$ cat src/rtl/asm_pkg.sv
package asm_pkg;

  typedef enum logic [2:0] {
    ST_IDLE,
    ST_SETUP,
    ST_HIGH,
    ST_HOLD,
    ST_GAP,
    ST_PULSE
  } asm_state_t;

  // Smallest cycle count that covers a time in ns at a clock period in ps.
  function automatic int cyc_for_ns(input int ns, input int period_ps);
    return (ns * 1000 + period_ps - 1) / period_ps;
  endfunction

  // Cycles from the accepting edge until done is due.
  function automatic int frame_cycles(input int nbits, input int s, input int h,
                                      input int d, input int g, input int l);
    return nbits * (s + h + d) + g + l;
  endfunction

  function automatic int max5(input int a, input int b, input int c,
                              input int d, input int e);
    int m;
    m = a;
    if (b > m) m = b;
    if (c > m) m = c;
    if (d > m) m = d;
    if (e > m) m = e;
    return m;
  endfunction

endpackage

$ cat src/rtl/asm_timer.sv
module asm_timer #(
  parameter int TW = 4
) (
  input  logic          clk,
  input  logic          rst_n,
  input  logic          load,
  input  logic [TW-1:0] load_val,
  output logic          expired
);
  logic [TW-1:0] cnt;

  always_ff @(posedge clk) begin
    if (!rst_n)          cnt <= '0;
    else if (load)       cnt <= load_val;
    else if (cnt != '0)  cnt <= cnt - 1'b1;
  end

  assign expired = (cnt == '0);
endmodule

$ cat src/rtl/asm_shifter.sv
module asm_shifter #(
  parameter int N = 6
) (
  input  logic         clk,
  input  logic         rst_n,
  input  logic         load,
  input  logic         shift,
  input  logic [N-1:0] din,
  output logic         msb
);
  logic [N-1:0] shreg;

  generate
    if (N > 1) begin : g_multi
      always_ff @(posedge clk) begin
        if (!rst_n)      shreg <= '0;
        else if (load)   shreg <= din;
        else if (shift)  shreg <= {shreg[N-2:0], 1'b0};
      end
    end else begin : g_single
      always_ff @(posedge clk) begin
        if (!rst_n)      shreg <= '0;
        else if (load)   shreg <= din;
      end
    end
  endgenerate

  assign msb = shreg[N-1];
endmodule

$ cat src/rtl/asm_seq.sv
module asm_seq
  import asm_pkg::*;
#(
  parameter int NB        = 6,
  parameter int TW        = 4,
  parameter int SETUP_CYC = 2,
  parameter int HIGH_CYC  = 5,
  parameter int HOLD_CYC  = 3,
  parameter int GAP_CYC   = 2,
  parameter int PULSE_CYC = 4
) (
  input  logic          clk,
  input  logic          rst_n,
  input  logic          start,
  input  logic          tmr_zero,
  output asm_state_t    state,
  output logic          tmr_load,
  output logic [TW-1:0] tmr_val,
  output logic          sh_load,
  output logic          sh_shift,
  output logic          accept,
  output logic          done
);
  localparam int BW = (NB > 1) ? $clog2(NB) : 1;

  asm_state_t    nxt;
  logic [BW-1:0] bits_left;
  logic          last_bit;
  logic          fin;

  assign last_bit = (bits_left == '0);
  assign accept   = (state == ST_IDLE) && start;

  always_comb begin
    nxt      = state;
    tmr_load = 1'b0;
    tmr_val  = '0;
    sh_load  = 1'b0;
    sh_shift = 1'b0;
    fin      = 1'b0;
    case (state)
      ST_IDLE: if (start) begin
        nxt = ST_SETUP; tmr_load = 1'b1; tmr_val = TW'(SETUP_CYC - 1); sh_load = 1'b1;
      end
      ST_SETUP: if (tmr_zero) begin
        nxt = ST_HIGH; tmr_load = 1'b1; tmr_val = TW'(HIGH_CYC - 1);
      end
      ST_HIGH: if (tmr_zero) begin
        nxt = ST_HOLD; tmr_load = 1'b1; tmr_val = TW'(HOLD_CYC - 1);
      end
      ST_HOLD: if (tmr_zero) begin
        tmr_load = 1'b1;
        if (last_bit) begin
          nxt = ST_GAP; tmr_val = TW'(GAP_CYC - 1);
        end else begin
          nxt = ST_SETUP; tmr_val = TW'(SETUP_CYC - 1); sh_shift = 1'b1;
        end
      end
      ST_GAP: if (tmr_zero) begin
        nxt = ST_PULSE; tmr_load = 1'b1; tmr_val = TW'(PULSE_CYC - 1);
      end
      ST_PULSE: if (tmr_zero) begin
        nxt = ST_IDLE; fin = 1'b1;
      end
      default: nxt = ST_IDLE;
    endcase
  end

  always_ff @(posedge clk) begin
    if (!rst_n) begin
      state     <= ST_IDLE;
      bits_left <= '0;
      done      <= 1'b0;
    end else begin
      state <= nxt;
      done  <= fin;
      if (sh_load)       bits_left <= BW'(NB - 1);
      else if (sh_shift) bits_left <= bits_left - 1'b1;
    end
  end
endmodule

$ cat src/rtl/atten_serial_master.sv
module atten_serial_master
  import asm_pkg::*;
#(
  parameter int WORD_W        = 6,
  parameter int CHAIN         = 1,
  parameter int CLK_PERIOD_PS = 10000,
  parameter int SETUP_CYC     = 2,
  parameter int HIGH_CYC      = 5,
  parameter int HOLD_CYC      = 3,
  parameter int GAP_CYC       = 2,
  parameter int PULSE_CYC     = 4
) (
  input  logic                      clk,
  input  logic                      rst_n,
  input  logic                      start,
  input  logic [WORD_W*CHAIN-1:0]   word_in,
  output logic                      ser_data,
  output logic                      ser_clk,
  output logic                      latch_en,
  output logic                      busy,
  output logic                      done
);
  localparam int NB      = WORD_W * CHAIN;
  localparam int MAXC    = max5(SETUP_CYC, HIGH_CYC, HOLD_CYC, GAP_CYC, PULSE_CYC);
  localparam int TW      = $clog2(MAXC + 1);
  localparam int MIN_SU  = cyc_for_ns(10, CLK_PERIOD_PS);
  localparam int MIN_HD  = cyc_for_ns(10, CLK_PERIOD_PS);
  localparam int MIN_HI  = cyc_for_ns(30, CLK_PERIOD_PS);
  localparam int MIN_LO  = cyc_for_ns(30, CLK_PERIOD_PS);
  localparam int MIN_PER = cyc_for_ns(100, CLK_PERIOD_PS);
  localparam int MIN_GAP = cyc_for_ns(10, CLK_PERIOD_PS);
  localparam int MIN_LEP = cyc_for_ns(30, CLK_PERIOD_PS);

  generate
    if (SETUP_CYC < MIN_SU || SETUP_CYC < 1) begin : g_bad_setup
      $error("setup interval too short for the serial timing");
    end
    if (HOLD_CYC < MIN_HD || HOLD_CYC < 1) begin : g_bad_hold
      $error("hold interval too short for the serial timing");
    end
    if (HIGH_CYC < MIN_HI || HIGH_CYC < 1) begin : g_bad_high
      $error("strobe high interval too short");
    end
    if (SETUP_CYC + HOLD_CYC < MIN_LO) begin : g_bad_low
      $error("strobe low interval too short");
    end
    if (SETUP_CYC + HIGH_CYC + HOLD_CYC < MIN_PER) begin : g_bad_period
      $error("strobe period faster than allowed");
    end
    if (GAP_CYC < MIN_GAP || GAP_CYC < 1) begin : g_bad_gap
      $error("latch gap too short");
    end
    if (PULSE_CYC < MIN_LEP || PULSE_CYC < 1) begin : g_bad_pulse
      $error("latch pulse too short");
    end
  endgenerate

  asm_state_t    state;
  logic          tmr_load;
  logic [TW-1:0] tmr_val;
  logic          tmr_zero;
  logic          sh_load;
  logic          shift_evt;
  logic          accept;

  asm_seq #(
    .NB(NB), .TW(TW), .SETUP_CYC(SETUP_CYC), .HIGH_CYC(HIGH_CYC),
    .HOLD_CYC(HOLD_CYC), .GAP_CYC(GAP_CYC), .PULSE_CYC(PULSE_CYC)
  ) u_seq (
    .clk(clk), .rst_n(rst_n), .start(start), .tmr_zero(tmr_zero),
    .state(state), .tmr_load(tmr_load), .tmr_val(tmr_val),
    .sh_load(sh_load), .sh_shift(shift_evt), .accept(accept), .done(done)
  );

  asm_timer #(.TW(TW)) u_tmr (
    .clk(clk), .rst_n(rst_n), .load(tmr_load), .load_val(tmr_val),
    .expired(tmr_zero)
  );

  asm_shifter #(.N(NB)) u_sh (
    .clk(clk), .rst_n(rst_n), .load(sh_load), .shift(shift_evt),
    .din(word_in), .msb(ser_data)
  );

  assign ser_clk  = (state == ST_HIGH);
  assign latch_en = (state == ST_PULSE);
  assign busy     = (state != ST_IDLE);
endmodule

$ cat config.mk
export PLATFORM = sky130hd
export DESIGN_NAME = atten_serial_master
export DESIGN_NICKNAME = d
export VERILOG_FILES = /design/src/rtl/asm_pkg.sv /design/src/rtl/asm_timer.sv /design/src/rtl/asm_shifter.sv /design/src/rtl/asm_seq.sv /design/src/rtl/atten_serial_master.sv
export SDC_FILE = /design/constraint.sdc
export NUM_CORES = 1
export LEC_CHECK = 0
export BUFFER_PORTS_ARGS = -buffer_cell sky130_fd_sc_hd__buf_2
export CORE_UTILIZATION = 55
export CTS_BUF_LIST = sky130_fd_sc_hd__clkbuf_4 sky130_fd_sc_hd__clkbuf_8
export DETAILED_ROUTE_END_ITERATION = 10
export PLACE_DENSITY = 0.76
export SLEW_MARGIN = 5
export SYNTH_ARGS = -nofsm -noshare
export SYNTH_HDL_FRONTEND = slang
export SYNTH_SLANG_ARGS = --single-unit
$ cat constraint.sdc
create_clock -name clk -period 2.45 [get_ports clk]
set_input_delay 0.49 -clock clk [delete_from_list [all_inputs] [get_ports clk]]
set_output_delay 0.49 -clock clk [all_outputs]
set_load 0.01 [all_outputs]
==> out/qor.txt <==
Synth area leaders -> dfxtp_1 36%, mux2i_1 7.9%, a21oi_1 6.8%
Post-CTS Resized -> 0
Max-cap violations -> 0
Post-route ant nets -> 0
Top post-synthesis cells by count -> 16 x dfxtp_1, 12 x a21oi_1, 9 x o21ai_0
Placed cell count -> 126
Final Max Slew Viols -> 0
Global-route wire length before repair -> 2910 um
Mapped Cells -> 102
Total Routed Length -> 1750 um
Initial Util -> 0.586
Ys async rst share -> 0
Clock Skew -> 2.40 ps
Post-synth EDFFs -> 0
N_diodes -> 0
LEAKAGE -> 0.000447 uW
Syn Std Cell Area -> 883 sq um
CP Class -> flip-flop to output pin
CTS H-tree lvls -> 1
Slew headroom -> 0.687
PwrDens -> 1170 nW/um^2
WP data required -> 1960 ps
Max Buffers Root-to-Sink -> 2
All-Layer GR Usage -> 0.216
Initial antenna violation count -> 0
Dpl hpwl -> 1240 um
Gate power share -> 0.457
Post-route clock period utilization -> 0.838
Pin count of the biggest net entering global routing -> 14
Clock share of power -> 0.158
Yosys reg bits -> 16
Critical path arrival -> 1560 ps
Synth unique cells -> 33
Remaining DRCs -> 0
Tightest Pin Transition -> 469 ps
Total net switching power -> 490 uW
CTS tree -> built
Nets@finish -> 128
Fillers -> 135
Total gr overflow -> 0
Pre-antenna DRT Iters -> 4
Layout Cells excl Fill -> 130
Final Setup Violations -> 0
Mapped Nets -> 115
Ys flop type -> dfxtp_1
Hold_buf cts -> 0
CTS buffer count -> 3
Port Buffers -> 13
Area delta synth->final -> 10.2%
Share of layout cells above drive strength 1 -> 0.193
GR Util met2 -> 0.334
Post-synth top area cell -> dfxtp_1
CP Launch Type -> flip-flop
Met3 GRT Util -> 0.0259
Worst-Skew Late Latency -> 290 ps
Number of global-route vias before repair -> 696
Place WS -> 557 ps
Via count -> 760
Yosys warns -> 0
Clock Sink Count -> 16
GRT met1 Usage -> 0.280
Clock transition at path regs -> 100 ps
Pint -> 649 uW
CP Max Fanout -> 10
Core Area -> 1510 sq um
Wire per inst -> 13.5 um
Die X-Extent -> 42.1 um
Max Fclk -> 487 MHz
GPL Wtd Cong -> 0.889
Root Driver -> clkbuf_4
Row count -> 14
Maximum vdd drop -> 782 uV
Post-CTS Setup Inserts -> 0
Most frequent cell after synthesis -> dfxtp_1
Avg Vias per Cell -> 5.85
1st-iter DRT viols -> 33
RSZ-0062 raised after global routing -> false
Die H -> 42.1 um
Sequential share of power -> 0.385
Global routing's busiest layer -> met2
Die area -> 1770 sq um
Status -> finished, final reports clean
Top Ports -> 14
Hold slack -> 452 ps
Final WS setup -> 396 ps
Syn_area_per_cell -> 8.66 sq um
Period minus WS final -> 2050 ps
Switching Fraction -> 0.430
Final Hold Fails -> 0
Post-synth top area share -> 0.363
Worst min-delay path class -> input port to flip-flop
Setup_tns -> 0 ps
Critical path capture point type -> output pin
Sequential area share after synthesis -> 0.363
-- layout by cell type (no fill, tap or decap), drive strengths merged, types with 2 or more instances in the layout --
cell type	n
a21oi	12
nand2	8
mux2i	7
nor2	7
buf	13
nand2b	2
and2	2
nand3	2
ha	4
a31oi	2
o21ai	9
inv	5
nor2b	2
clkbuf	4
nor3	4
dfxtp	16
-- flip-flops by register name, indices dropped and copies added, names as in the netlist --
register	cells
u_tmr.cnt	3
u_seq.state	3
u_sh.shreg	6
u_seq.done	1
u_seq.bits_left	3
-- power groups by stage --
stage / clock network, uW / logic (uW) / registers (uW)
after floorplan: 0 / 495 / 386
after global placement: 0 / 508 / 434
after detailed placement: 0 / 519 / 440
after CTS: 182 / 521 / 434
after global routing: 191 / 581 / 447
final: 180 / 520 / 439
-- kinds of logic after synthesis --
| kind of cell | Yosys count | synth area share |
|---|---|---|
| flops | 16 | 0.363 |
| fa+ha+maj | 4 | 0.0567 |
| simple gates | 32 | 0.215 |
| mux | 8 | 0.0921 |
| buf+inv | 11 | 0.0609 |
| xor+xnor | 2 | 0.0198 |
| compound gates | 29 | 0.193 |
-- stage by stage --
stage                     total power (uW)  utilization  area [sq um]
after floorplan                        881            -           883
after global placement                 942        0.622           937
after detailed placement               959        0.622           937
after CTS                             1140        0.646           973
after global routing                  1220        0.646           973
final                                 1140        0.646           973
-- layout make-up --
type	count	area [sq um]	share of cell area
Tap cell	16	20.0	0.0206
Sequential cell	16	320	0.329
Timing Repair Buffer	13	65.1	0.0668
Multi-Input combinational cell	75	509	0.523
Inverter	6	22.5	0.0231
Clock buffer	4	36.3	0.0373
-- layer usage --
layer,share of wire,wire length [um]
met1,0.47,827
met3,0.045,79
met4,0.030,53
met2,0.45,791
met5,0,0
-- worst paths after layout --
path	startpoint	to	slack, ps	cells after the start
min reg2reg	u_seq.bits_left[2]	u_seq.bits_left[2]	520	2
max	u_seq.state[2]	latch_en	400	4
max reg2reg	u_tmr.cnt[0]	u_seq.bits_left[2]	510	6
min	word_in[0]	u_sh.shreg[0]	450	3
-- critical path, cell delays in order (launching register included) --
cell     delay (ps)
dfxtp_1         560
inv_1           230
nor2_1          210
and2_1          150
buf_2           120
Note: power is estimated with default switching activity, not from simulation.
